<file path="src/rtl/apw_pkg.sv">
package apw_pkg;

  typedef enum logic [1:0] {
    SYM_START = 2'd0,
    SYM_STOP  = 2'd1,
    SYM_BYTE  = 2'd2
  } symKind_t;

  // Strobe bundle from control to the bit engine
  typedef struct packed {
    logic     go;
    symKind_t kind;
    logic [7:0] payload;
  } symCmd_t;

endpackage

</file>
<file path="src/rtl/apw_bitgen.sv">
module apw_bitgen
  import apw_pkg::*;
#(
  parameter int HALF_DIV = 8,
  parameter int SDA_HOLD = 2
) (
  input  logic    clk,
  input  logic    rstN,
  input  symCmd_t cmd,
  input  logic    sdaIn,
  output logic    symDone,
  output logic    ackSeen,
  output logic    engBusy,
  output logic    sclOut,
  output logic    sdaPullLow
);

  localparam int CNT_W = (HALF_DIV > 1) ? $clog2(HALF_DIV) : 1;
  localparam logic [CNT_W-1:0] HALF_LAST = CNT_W'(HALF_DIV - 1);
  localparam logic [CNT_W-1:0] HOLD_AT   = CNT_W'(SDA_HOLD);
  localparam logic [4:0] BYTE_LAST  = 5'd17;
  localparam logic [4:0] COND_LAST  = 5'd2;

  logic             busyQ, sclQ, pullQ, doneQ, ackQ;
  logic [CNT_W-1:0] cnt;
  logic [4:0]       halfIdx;
  symKind_t         kindQ;
  logic [7:0]       shiftQ;

  logic       highHalf, setSda, sdaTarget, sampleAck;
  logic [4:0] lastHalf;
  logic [3:0] bitIdx;

  assign bitIdx   = halfIdx[4:1];
  assign lastHalf = (kindQ == SYM_BYTE) ? BYTE_LAST : COND_LAST;

  always_comb begin
    highHalf  = (kindQ == SYM_BYTE) ? halfIdx[0] : (halfIdx != 5'd0);
    setSda    = 1'b0;
    sdaTarget = 1'b0;
    sampleAck = 1'b0;
    case (kindQ)
      SYM_BYTE: begin
        setSda    = !halfIdx[0] && (cnt == HOLD_AT);
        sdaTarget = bitIdx[3] ? 1'b0 : ~shiftQ[~bitIdx[2:0]];
        sampleAck = (halfIdx == BYTE_LAST) && (cnt == HALF_LAST);
      end
      SYM_START: begin
        if (halfIdx == 5'd0 && cnt == HOLD_AT) begin setSda = 1'b1; sdaTarget = 1'b0; end
        if (halfIdx == 5'd2 && cnt == '0)      begin setSda = 1'b1; sdaTarget = 1'b1; end
      end
      default: begin
        if (halfIdx == 5'd0 && cnt == HOLD_AT) begin setSda = 1'b1; sdaTarget = 1'b1; end
        if (halfIdx == 5'd2 && cnt == '0)      begin setSda = 1'b1; sdaTarget = 1'b0; end
      end
    endcase
  end

  always_ff @(posedge clk) begin
    if (!rstN) begin
      busyQ   <= 1'b0;
      sclQ    <= 1'b1;
      pullQ   <= 1'b0;
      doneQ   <= 1'b0;
      ackQ    <= 1'b0;
      cnt     <= '0;
      halfIdx <= '0;
      kindQ   <= SYM_STOP;
      shiftQ  <= '0;
    end else begin
      doneQ <= 1'b0;
      if (!busyQ) begin
        if (cmd.go) begin
          busyQ   <= 1'b1;
          kindQ   <= cmd.kind;
          shiftQ  <= cmd.payload;
          cnt     <= '0;
          halfIdx <= '0;
        end
      end else begin
        if (cnt == '0) sclQ <= highHalf;
        if (setSda)    pullQ <= sdaTarget;
        if (sampleAck) ackQ <= ~sdaIn;
        if (cnt == HALF_LAST) begin
          cnt <= '0;
          if (halfIdx == lastHalf) begin
            busyQ <= 1'b0;
            doneQ <= 1'b1;
          end else begin
            halfIdx <= halfIdx + 5'd1;
          end
        end else begin
          cnt <= cnt + CNT_W'(1);
        end
      end
    end
  end

  assign symDone    = doneQ;
  assign ackSeen    = ackQ;
  assign engBusy    = busyQ;
  assign sclOut     = sclQ;
  assign sdaPullLow = pullQ;

  // Data bits never move while the clock is high inside a byte
  assert_sda_steady_R4: assert property (@(posedge clk) disable iff (!rstN)
    (busyQ && kindQ == SYM_BYTE && sclQ && $past(sclQ)) |-> $stable(pullQ));

  // Line released throughout the high half of the ninth clock
  assert_ack_release_R5: assert property (@(posedge clk) disable iff (!rstN)
    (busyQ && kindQ == SYM_BYTE && halfIdx == BYTE_LAST) |-> !pullQ);

  // Control only issues a symbol to an idle engine
  assert_go_idle_R3: assert property (@(posedge clk) disable iff (!rstN)
    cmd.go |-> !busyQ);

endmodule

</file>
<file path="src/rtl/apw_ctrl.sv">
module apw_ctrl
  import apw_pkg::*;
#(
  parameter int         POLL_LIMIT = 64,
  parameter int         ADDR_W     = 4,
  parameter logic [3:0] DEV_CODE   = 4'b1010,
  parameter logic [2:0] SEL_BITS   = 3'b000
) (
  input  logic              clk,
  input  logic              rstN,
  input  logic              startReq,
  input  logic [ADDR_W-1:0] wordAddr,
  input  logic [7:0]        wrData,
  input  logic              symDone,
  input  logic              ackSeen,
  output symCmd_t           cmd,
  output logic              busy,
  output logic              done,
  output logic              error
);

  localparam int PC_W = $clog2(POLL_LIMIT + 1);
  localparam logic [PC_W-1:0] PC_LAST = PC_W'(POLL_LIMIT - 1);
  localparam logic [7:0] CTRL_WR = {DEV_CODE, SEL_BITS, 1'b0};

  typedef enum logic [3:0] {
    S_IDLE, S_WSTART, S_WCTRL, S_WADDR, S_WDATA, S_WSTOP,
    S_PSTART, S_PCTRL, S_FSTOP, S_ESTOP
  } ctrlState_t;

  ctrlState_t        state;
  logic              inFlight, doneQ, errQ;
  logic [ADDR_W-1:0] addrQ;
  logic [7:0]        dataQ;
  logic [PC_W-1:0]   pollCnt;

  always_comb begin
    cmd.go      = (state != S_IDLE) && !inFlight;
    cmd.kind    = SYM_STOP;
    cmd.payload = CTRL_WR;
    case (state)
      S_WSTART, S_PSTART: cmd.kind = SYM_START;
      S_WCTRL, S_PCTRL:   cmd.kind = SYM_BYTE;
      S_WADDR: begin
        cmd.kind    = SYM_BYTE;
        cmd.payload = {{(8-ADDR_W){1'b0}}, addrQ};
      end
      S_WDATA: begin
        cmd.kind    = SYM_BYTE;
        cmd.payload = dataQ;
      end
      default: cmd.kind = SYM_STOP;
    endcase
  end

  always_ff @(posedge clk) begin
    if (!rstN) begin
      state    <= S_IDLE;
      inFlight <= 1'b0;
      doneQ    <= 1'b0;
      errQ     <= 1'b0;
      addrQ    <= '0;
      dataQ    <= '0;
      pollCnt  <= '0;
    end else if (state == S_IDLE) begin
      if (startReq) begin
        addrQ <= wordAddr;
        dataQ <= wrData;
        doneQ <= 1'b0;
        errQ  <= 1'b0;
        state <= S_WSTART;
      end
    end else if (!inFlight) begin
      inFlight <= 1'b1;
    end else if (symDone) begin
      inFlight <= 1'b0;
      case (state)
        S_WSTART: state <= S_WCTRL;
        S_WCTRL:  state <= ackSeen ? S_WADDR : S_ESTOP;
        S_WADDR:  state <= ackSeen ? S_WDATA : S_ESTOP;
        S_WDATA:  state <= ackSeen ? S_WSTOP : S_ESTOP;
        S_WSTOP: begin
          pollCnt <= '0;
          state   <= S_PSTART;
        end
        S_PSTART: state <= S_PCTRL;
        S_PCTRL: begin
          if (ackSeen) state <= S_FSTOP;
          else if (pollCnt == PC_LAST) state <= S_ESTOP;
          else begin
            pollCnt <= pollCnt + PC_W'(1);
            state   <= S_PSTART;
          end
        end
        S_FSTOP: begin
          doneQ <= 1'b1;
          state <= S_IDLE;
        end
        default: begin
          errQ  <= 1'b1;
          state <= S_IDLE;
        end
      endcase
    end
  end

  assign busy  = (state != S_IDLE);
  assign done  = doneQ;
  assign error = errQ;

  assert_poll_bound_R8: assert property (@(posedge clk) disable iff (!rstN)
    pollCnt < PC_W'(POLL_LIMIT));

  assert_flags_excl_R11: assert property (@(posedge clk) disable iff (!rstN)
    !(doneQ && errQ));

  assert_finish_flag_R7: assert property (@(posedge clk) disable iff (!rstN)
    $fell(busy) |-> (doneQ || errQ));

  assert_idle_quiet_R1: assert property (@(posedge clk) disable iff (!rstN)
    (state == S_IDLE) |-> !inFlight);

endmodule

</file>
<file path="src/rtl/ack_poll_writer.sv">
module ack_poll_writer
  import apw_pkg::*;
#(
  parameter int         HALF_DIV   = 8,
  parameter int         SDA_HOLD   = 2,
  parameter int         POLL_LIMIT = 64,
  parameter int         ADDR_W     = 4,
  parameter logic [3:0] DEV_CODE   = 4'b1010,
  parameter logic [2:0] SEL_BITS   = 3'b000
) (
  input  logic              clk,
  input  logic              rstN,
  input  logic              startReq,
  input  logic [ADDR_W-1:0] wordAddr,
  input  logic [7:0]        wrData,
  input  logic              sdaIn,
  output logic              sclOut,
  output logic              sdaPullLow,
  output logic              busy,
  output logic              done,
  output logic              error
);

  symCmd_t symCmd;
  logic    symDone, ackSeen, engBusy;

  apw_ctrl #(
    .POLL_LIMIT(POLL_LIMIT),
    .ADDR_W    (ADDR_W),
    .DEV_CODE  (DEV_CODE),
    .SEL_BITS  (SEL_BITS)
  ) i_ctrl (
    .clk      (clk),
    .rstN     (rstN),
    .startReq (startReq),
    .wordAddr (wordAddr),
    .wrData   (wrData),
    .symDone  (symDone),
    .ackSeen  (ackSeen),
    .cmd      (symCmd),
    .busy     (busy),
    .done     (done),
    .error    (error)
  );

  apw_bitgen #(
    .HALF_DIV(HALF_DIV),
    .SDA_HOLD(SDA_HOLD)
  ) i_bitgen (
    .clk        (clk),
    .rstN       (rstN),
    .cmd        (symCmd),
    .sdaIn      (sdaIn),
    .symDone    (symDone),
    .ackSeen    (ackSeen),
    .engBusy    (engBusy),
    .sclOut     (sclOut),
    .sdaPullLow (sdaPullLow)
  );

  // Engine is idle whenever control has nothing outstanding
  assert_engine_idle_R2: assert property (@(posedge clk) disable iff (!rstN)
    !busy |-> !engBusy);

endmodule

</file>
<file path="config.mk">
export PLATFORM = sky130hd
export DESIGN_NAME = ack_poll_writer
export DESIGN_NICKNAME = d
export VERILOG_FILES = /design/src/rtl/apw_pkg.sv /design/src/rtl/apw_bitgen.sv /design/src/rtl/apw_ctrl.sv /design/src/rtl/ack_poll_writer.sv
export SDC_FILE = /design/constraint.sdc
export NUM_CORES = 1
export LEC_CHECK = 0
export BUFFER_PORTS_ARGS = -buffer_cell sky130_fd_sc_hd__buf_2
export CAP_MARGIN = 20
export CORE_MARGIN = 2
export CORE_UTILIZATION = 60
export CTS_BUF_LIST = sky130_fd_sc_hd__clkbuf_8
export CTS_CLUSTER_SIZE = 40
export DETAILED_ROUTE_END_ITERATION = 6
export PLACE_DENSITY = 0.82
export SYNTH_ARGS = -nofsm -noshare
export SYNTH_HDL_FRONTEND = slang
export SYNTH_SLANG_ARGS = --single-unit
</file>
<file path="constraint.sdc">
create_clock -name clk -period 4.4 [get_ports clk]
set_input_delay 0.88 -clock clk [delete_from_list [all_inputs] [get_ports clk]]
set_output_delay 0.88 -clock clk [all_outputs]
set_load 0.01 [all_outputs]
</file>
-- Word-level counts from Yosys, hierarchy flattened
Index checks and enable logic that the tools add are counted.
- register bits after elaboration: 49
- bits in latches: 0
- bits in writable memories: 0
- ROM bits: 0
- logic and storage cells: 128
- memories kept: 0
- add/subtract/negate cells: 3
- $mul: 0
- div/mod/pow operators: 0
- $lt $le $gt $ge: 1
- equality and inequality tests: 21
- shifts and indexed selects: 0
- mux-type cells: 50
- bitwise operators: 5
- reduce and logical (&&, ||, !) cells: 32
- operator list (kind ; count):
    4-bit two-way mux ; 9
    4-bit case mux with 7 select lines ; 1
    1-bit two-way mux ; 25
    5-bit two-way mux ; 5
    4-bit by 3-bit equality test with 1-bit output, second input constant ; 4
    8-bit case mux with 2 select lines ; 1
    7-bit two-way mux ; 2
    7-bit case mux with 2 select lines ; 1
    2-bit inequality test, second input constant ; 5
    2-bit AND reduction ; 5
    2-bit nonzero test ; 5
    3-bit two-way mux ; 3
    3-bit AND reduction ; 3
    4-bit by 2-bit equality test with 1-bit output, second input constant ; 2
    4-bit AND reduction ; 2
    8-bit OR reduction ; 1
    7-bit by 1-bit adder with 7-bit output, second input constant ; 1
    7-bit by 6-bit equality test with 1-bit output, second input constant ; 1
    6-bit AND reduction ; 1
    5-bit by 1-bit adder with 5-bit output, second input constant ; 1
    5-bit by 2-bit equality test with 1-bit output, second input constant ; 1
    5-bit equality test ; 1
    5-bit equality test, second input constant ; 1
    1-bit logical AND ; 5
    22 further kinds ; 26

-- Depth between registers and ports, before layout
Gate-level depths: netlist (run 1).
- word-level depth: 7
- gate-level depth with buffers: 7
- gate-level depth less buffers: 6

-- Hierarchy
Synthesis (run 1) repeated with hierarchy kept, for this count alone.
- cell total of the unflattened synthesis: 335
- area, all modules: 2631.3 µm²
- modules (own cells, without submodules) (module ; instances ; cells each ; area an instance (µm²) ; sequential area each (µm²)):
    apw_ctrl ; 1 ; 190 ; 1411.4 ; 520.5
    apw_bitgen ; 1 ; 145 ; 1219.9 ; 460.4

-- Worst setup path before layout (run 1)
Ideal clock, no wire load.
- kind: input-to-reg
- start point: in rstN
- end point: reg i_bitgen.kindQ[1]
- setup time: 0.132 ns
- arrival: 1.751 ns
- required time: 4.268 ns
- path slack: 2.517 ns
- stages on the path: 5
- path through: clkbuf_1 inv_1 clkbuf_1 clkbuf_1 a21oi_1
- RTL lines (element ; line ; RTL):
    start, declared ; ack_poll_writer.sv:12 ; input logic rstN,
    end signal, assigned ; apw_bitgen.sv:75 ; kindQ <= cmd.kind;
    end, declared ; apw_bitgen.sv:27 ; symKind_t kindQ;
No word-level cell between the ends.

-- Worst setup path after layout (run 1)
- start point: reg i_ctrl.state[1]
- end point: out busy
- longest elaborated chain between the ends: 1
- RTL lines (element ; line ; RTL):
    start, declared ; apw_ctrl.sv:31 ; ctrlState_t state;
    start signal, assigned ; apw_ctrl.sv:79 ; S_WCTRL: state <= ackSeen ? S_WADDR : S_ESTOP;
    start signal, assigned ; apw_ctrl.sv:80 ; S_WADDR: state <= ackSeen ? S_WDATA : S_ESTOP;
    start signal, assigned ; apw_ctrl.sv:81 ; S_WDATA: state <= ackSeen ? S_WSTOP : S_ESTOP;
    4-bit nonzero test ; apw_ctrl.sv:107 ; assign busy = (state != S_IDLE);
    end, declared ; ack_poll_writer.sv:19 ; output logic busy,
Every way passes these cells.

==> flow_metrics.tcl, run 1 <==
set metrics [dict create \
    finalSetupTns_ps 0 \
    max_slew_margin_pct 41.48 \
    vdd_drop_max_mv 0.2201 \
    grt_max_degree 31 \
    drt_iter0_markers 135 \
    path_max_fanout 18 \
    fin_ws_ps 1929 \
    dp_slack_ps 2212 \
    ant_nets 0 \
    rows 23 \
    fmax_ghz 0.4047 \
    antenna_found_initial 0 \
    synth_top_area_share_pct 37.80 \
    place_congestion 0.9074 \
    rr_worst_depth 4 \
    fin_crit_ps 2471 \
    crit_type "reg2out" \
    start_util_pct 63.50 \
    synth_edf_count 0 \
    clock_latency_ps 300 \
    dp_hpwl_um 3790 \
    core-area_mm2 0.004086 \
    multiInputGateArea_mm2 0.001461 \
    fill_cells 345 \
    hold_viol 0 \
    grt_pass1_wl_um 9259 \
    die_h_um 69.77 \
    synth_cells 315 \
    async_reset_ff_share_pct 0 \
    cts_sinks 49 \
    drive_gt1_share_pct 11.18 \
    status "completed" \
    final_cell_mix "55 x nand2_1, 49 x dfxtp_1, 29 x a21oi_1, 20 x buf_2" \
    hold_depth 2 \
    min_path_type "reg2reg" \
    regArea_um2 980.9 \
    cts-htree-levels 2 \
    n_antenna_cell 0 \
    maxSlewViolCount 0 \
    startpoint_type "flip-flop" \
    clock_path_buffers 2 \
    path_cells "nor4_4 -> inv_1 -> buf_2" \
    ys_ff_latch 49 \
    crit_required_ps 3520 \
    grt_overflow 0 \
    ys_dominant_reg_cell "dfxtp_1" \
    yosys_warnings 0 \
    worst_slew_pin_slew_ps 876.8 \
    drt-wirelength-per-cell_um 14.34 \
    rsz0062_at_grt "no" \
    route.detailed.drc 0 \
    yosysSeqAreaShare_pct 37.80 \
    final_common_cell "nand2_1" \
    synth.distinct_cells 56 \
    die_w_um 69.77 \
    finClkSkew_ps 9.387 \
    finalSetupViolCount 0 \
    grtUsageTotal_pct 23.10 \
    fin_nets 346 \
    slowest_delay_ps 520 \
    arrival_ps 1590 \
    power.density_mw_per_mm2 313.0 \
    end_kind "output pin" \
    cts_resized 0 \
    cpLargestDelayFamily "flip-flops" \
    io_buffers 20 \
    vias 2232 \
    grt_pass1_vias 2016 \
    cts_tree "done" \
    yosysTopAreaCell "dfxtp_1" \
    path_depth 3 \
    syn_area_mm2 0.002595 \
    first_pass_iters 4 \
    cpMaxStageDelayCell "dfxtp_1" \
    vias_per_cell 6.000 \
    p_leak_nw 1.012 \
    finalCritPeriodShare_pct 56.16 \
    avgSynthCellArea_um2 8.238 \
    area_growth_pct 6.461 \
    path_clk_slew_ps 90 \
    dieArea_mm2 0.004867 \
    wl_um 5335 \
    ctsRootBufferMaster "clkbuf_8" \
    cts_made_buffers 5 \
    ioPinCount 21 \
    cts_setup_buffers 0 \
    power_mw 0.8648 \
    crit_buf_inv 2 \
    syn-num-nets 340 \
    cts_hold_buf 0 \
    max_cap_violations 0 \
    synth.top_cells.by_area "dfxtp_1 38%, nand2_1 8.0%, a21oi_1 5.6%" \
]
## logic make-up after synthesis
| logic type | synth area share (%) |
|---|---|
| and+or+nand+nor | 25.46 |
| AOI/OAI and AO/OA | 20.69 |
| DFF | 37.80 |
| buffers and inverters | 5.882 |
| muxes | 4.822 |
| adders and majority gates | 4.340 |
| xor gates and xnor gates | 1.013 |
## metrics by stage
stage	hold WS [ps]	cells	cell area, um^2	util (%)
after floorplan	428.7	315	2595	-
after global placement	437.0	364	2661	65.13
after detailed placement	444.8	364	2661	65.13
after CTS	458.9	372	2763	67.61
after global routing	471.9	372	2763	67.61
final	459.0	372	2763	67.61
## final timing paths
kind,slack (ps),endpoint,start
setup / recovery,1930,busy,i_ctrl.state[1]
hold / removal,460,i_bitgen.shiftQ[0],i_bitgen.shiftQ[0]
setup reg to reg,2240,i_bitgen.shiftQ[2],i_ctrl.state[1]
hold reg to reg,460,i_bitgen.shiftQ[0],i_bitgen.shiftQ[0]
## Yosys cell counts, types with 8 or more instances
cell type	n
dfxtp_1	49
mux2i_1	8
inv_1	15
ha_1	9
nand2b_1	10
clkbuf_1	12
nand3_1	15
a21oi_1	29
a211oi_1	8
nor2_1	14
nand2_1	55
## flip-flops by register name, indices dropped and copies added, names as in the netlist, 2 cells and up
register	count
i_bitgen.halfIdx	5
i_ctrl.state	4
i_ctrl.dataQ	8
i_bitgen.shiftQ	8
i_ctrl.addrQ	4
i_bitgen.kindQ	2
i_bitgen.cnt	3
i_ctrl.pollCnt	7
## cell type report
| type | count | share of cell area (%) |
|---|---|---|
| Sequential cell | 49 | 35.51 |
| Clock inverter | 1 | 0.1812 |
| Inverter | 15 | 2.038 |
| Clock buffer | 7 | 3.487 |
| Tap cell | 50 | 2.264 |
| Multi-Input combinational cell | 230 | 52.90 |
| Timing Repair Buffer | 20 | 3.623 |
## worst min-delay path: cells and delay by family (launching register included)
kind / cells / cell delay (ps)
compound gates: 1 / 50
flops: 1 / 310
simple gates: 1 / 50
## routing by layer
layer  track usage [%]  vias to the layer above  share of wire (%)  wire length, um
met5                 0                        -                  0                0
met2             36.08                       44                 48             2550
li1                  -                     1133                  -                -
met3             5.087                        7                4.3              232
met1             31.97                     1048                 46             2473
met4             6.838                        0                1.5               78
## where the power goes
group	internal, mW	total (mW)	switching (mW)
Combinational	0.0365	0.0949	0.0584
Clock	0.142	0.287	0.145
Sequential	0.462	0.482	0.0202
Total	0.641	0.865	0.224
Note: power is estimated with default switching activity, not from simulation.
==> run 2, diff against run 1 <==
--- a/config.mk
+++ b/config.mk
@@ -8,11 +8,11 @@
 export BUFFER_PORTS_ARGS = -buffer_cell sky130_fd_sc_hd__buf_2
 export CAP_MARGIN = 20
 export CORE_MARGIN = 2
-export CORE_UTILIZATION = 60
+export CORE_UTILIZATION = 56
 export CTS_BUF_LIST = sky130_fd_sc_hd__clkbuf_8
 export CTS_CLUSTER_SIZE = 40
 export DETAILED_ROUTE_END_ITERATION = 6
-export PLACE_DENSITY = 0.82
+export PLACE_DENSITY = 0.8
 export SYNTH_ARGS = -nofsm -noshare
 export SYNTH_HDL_FRONTEND = slang
 export SYNTH_SLANG_ARGS = --single-unit
==> constraint.sdc (replaced) <==
create_clock -name clk -period 2 [get_ports clk]
set_input_delay 0.4 -clock clk [delete_from_list [all_inputs] [get_ports clk]]
set_output_delay 0.4 -clock clk [all_outputs]
set_load 0.01 [all_outputs]
==> flow_metrics.tcl, run 2 (same netlist as run 1, synthesis figures left out) <==
set metrics [dict create \
    fin_crit_ps 1755 \
    cts_setup_buffers 0 \
    drive_gt1_share_pct 14.11 \
    r2r-end "i_bitgen.halfIdx[0]" \
    cts_hold_buf 0 \
    cts_resized 0 \
    cts_tree "done" \
    worst_slew_pin_slew_ps 688.3 \
    core-area_mm2 0.004414 \
    vias_per_cell 5.984 \
    rrSetupSlack_ps 290 \
    critPathLaunch "i_ctrl.state[0]" \
    start_util_pct 58.79 \
    dp_hpwl_um 3928 \
    max_cap_violations 0 \
    rows 24 \
    grtUsageTotal_pct 21.88 \
    cts_made_buffers 5 \
    final_cell_mix "55 x nand2_1, 49 x dfxtp_1, 29 x a21oi_1, 20 x buf_2" \
    dp_slack_ps 322.5 \
    clock_path_buffers 2 \
    final_common_cell "nand2_1" \
    finalSetupTns_ps 0 \
    fin_nets 357 \
    power_mw 1.863 \
    ctsRootBufferMaster "clkbuf_8" \
    die_h_um 72.07 \
    cts-htree-levels 2 \
    reg2reg_from "i_ctrl.state[0]" \
    fin_ws_ps 245.2 \
    path_max_fanout 7 \
    grt_overflow 0 \
    die_w_um 72.07 \
    grt_pass1_vias 2090 \
    end_kind "output pin" \
    crit_type "reg2out" \
    ant_nets 0 \
    clock_latency_ps 300 \
    io_buffers 20 \
    area_growth_pct 9.161 \
    fmax_ghz 0.5699 \
    n_antenna_cell 0 \
    rr_worst_depth 5 \
    dieArea_mm2 0.005194 \
    path_clk_slew_ps 90 \
    hold_viol 0 \
    drt-wirelength-per-cell_um 14.16 \
    place_congestion 0.8596 \
    vias 2304 \
    route.detailed.drc 0 \
    antenna_found_initial 0 \
    power.density_mw_per_mm2 657.7 \
    first_pass_iters 4 \
    ioPinCount 21 \
    arrival_ps 1350 \
    status "completed" \
    wl_um 5450 \
    drt_iter0_markers 124 \
    reg.largest.list "i_bitgen.shiftQ (8), i_ctrl.dataQ (8), i_ctrl.pollCnt (7)" \
    maxSlewViolCount 0 \
    crit_required_ps 1600 \
    min_path_type "in2reg" \
    max_slew_margin_pct 54.06 \
    p_leak_nw 1.058 \
    finClkSkew_ps 4.380 \
    grt_max_degree 20 \
    startpoint_type "flip-flop" \
    vdd_drop_max_mv 0.4516 \
    cts_sinks 49 \
    grt_pass1_wl_um 9156 \
    finalCritPeriodShare_pct 87.74 \
    finalSetupViolCount 0 \
    rsz0062_at_grt "no" \
    crit_path_end "busy" \
]
## run 2: changes by cell type in the layout (fill, tap and decap cells not counted), sizes merged
cell	previous run	this run
buf	20	31
clkbuf	7	5
clkinv	1	2
clkinvlp	0	1
## run 2: worst min-delay path by stage
stage | to | startpoint | slack, ps | cells past startpoint
floorplan | i_bitgen.shiftQ[6] | i_bitgen.shiftQ[6] | 430 | 2
global placement | i_ctrl.dataQ[1] | i_ctrl.dataQ[1] | 440 | 2
detailed placement | i_bitgen.shiftQ[7] | i_bitgen.shiftQ[7] | 450 | 2
CTS | i_ctrl.dataQ[6] | wrData[6] | 330 | 3
global route | i_ctrl.dataQ[6] | wrData[6] | 330 | 3
finish | i_ctrl.dataQ[6] | wrData[6] | 330 | 3
## run 2: area by class of cell
type / instances / area (um^2)
fillers: 389 / 1582
multi-input cells: 230 / 1461
flip-flops and latches: 49 / 980.9
repair buffers: 31 / 182.7
clock buffers: 5 / 68.82
well taps: 52 / 65.06
inverters: 15 / 56.30
clock inverters: 3 / 17.52
## run 2: power by group
part | internal (mW) | switching [mW] | leakage (nW) | total [mW]
Clock | 0.242 | 0.329 | 0.0439 | 0.571
Combinational | 0.0976 | 0.142 | 0.616 | 0.240
Sequential | 1.02 | 0.0355 | 0.398 | 1.05
Total | 1.36 | 0.506 | 1.06 | 1.86
## run 2: critical path, cell delays in order, from the launching register on
cell     delay, ps
dfxtp_1        340
nor4_4         440
inv_1          120
buf_2          160
## run 2: per-layer routing
metal,part of all wire [%],GRT usage [%],vias to the layer above
li1,-,-,1160
met1,48,28.95,1091
met2,47,36.60,48
met3,4.3,3.611,5
met4,0.94,6.709,0
met5,0,0,-
## run 2: through the flow
| stage | cells | utilization, % | hold slack [ps] | instance area [um^2] |
|---|---|---|---|---|
| 2_1_floorplan | 315 | - | 428.7 | 2595 |
| 3_3_place_gp | 377 | 62.22 | 442.2 | 2746 |
| 3_5_place_dp | 377 | 62.22 | 447.0 | 2746 |
| 4_1_cts | 385 | 64.17 | 325.4 | 2833 |
| 5_1_grt | 385 | 64.17 | 325.3 | 2833 |
| 6_report | 385 | 64.17 | 329.8 | 2833 |
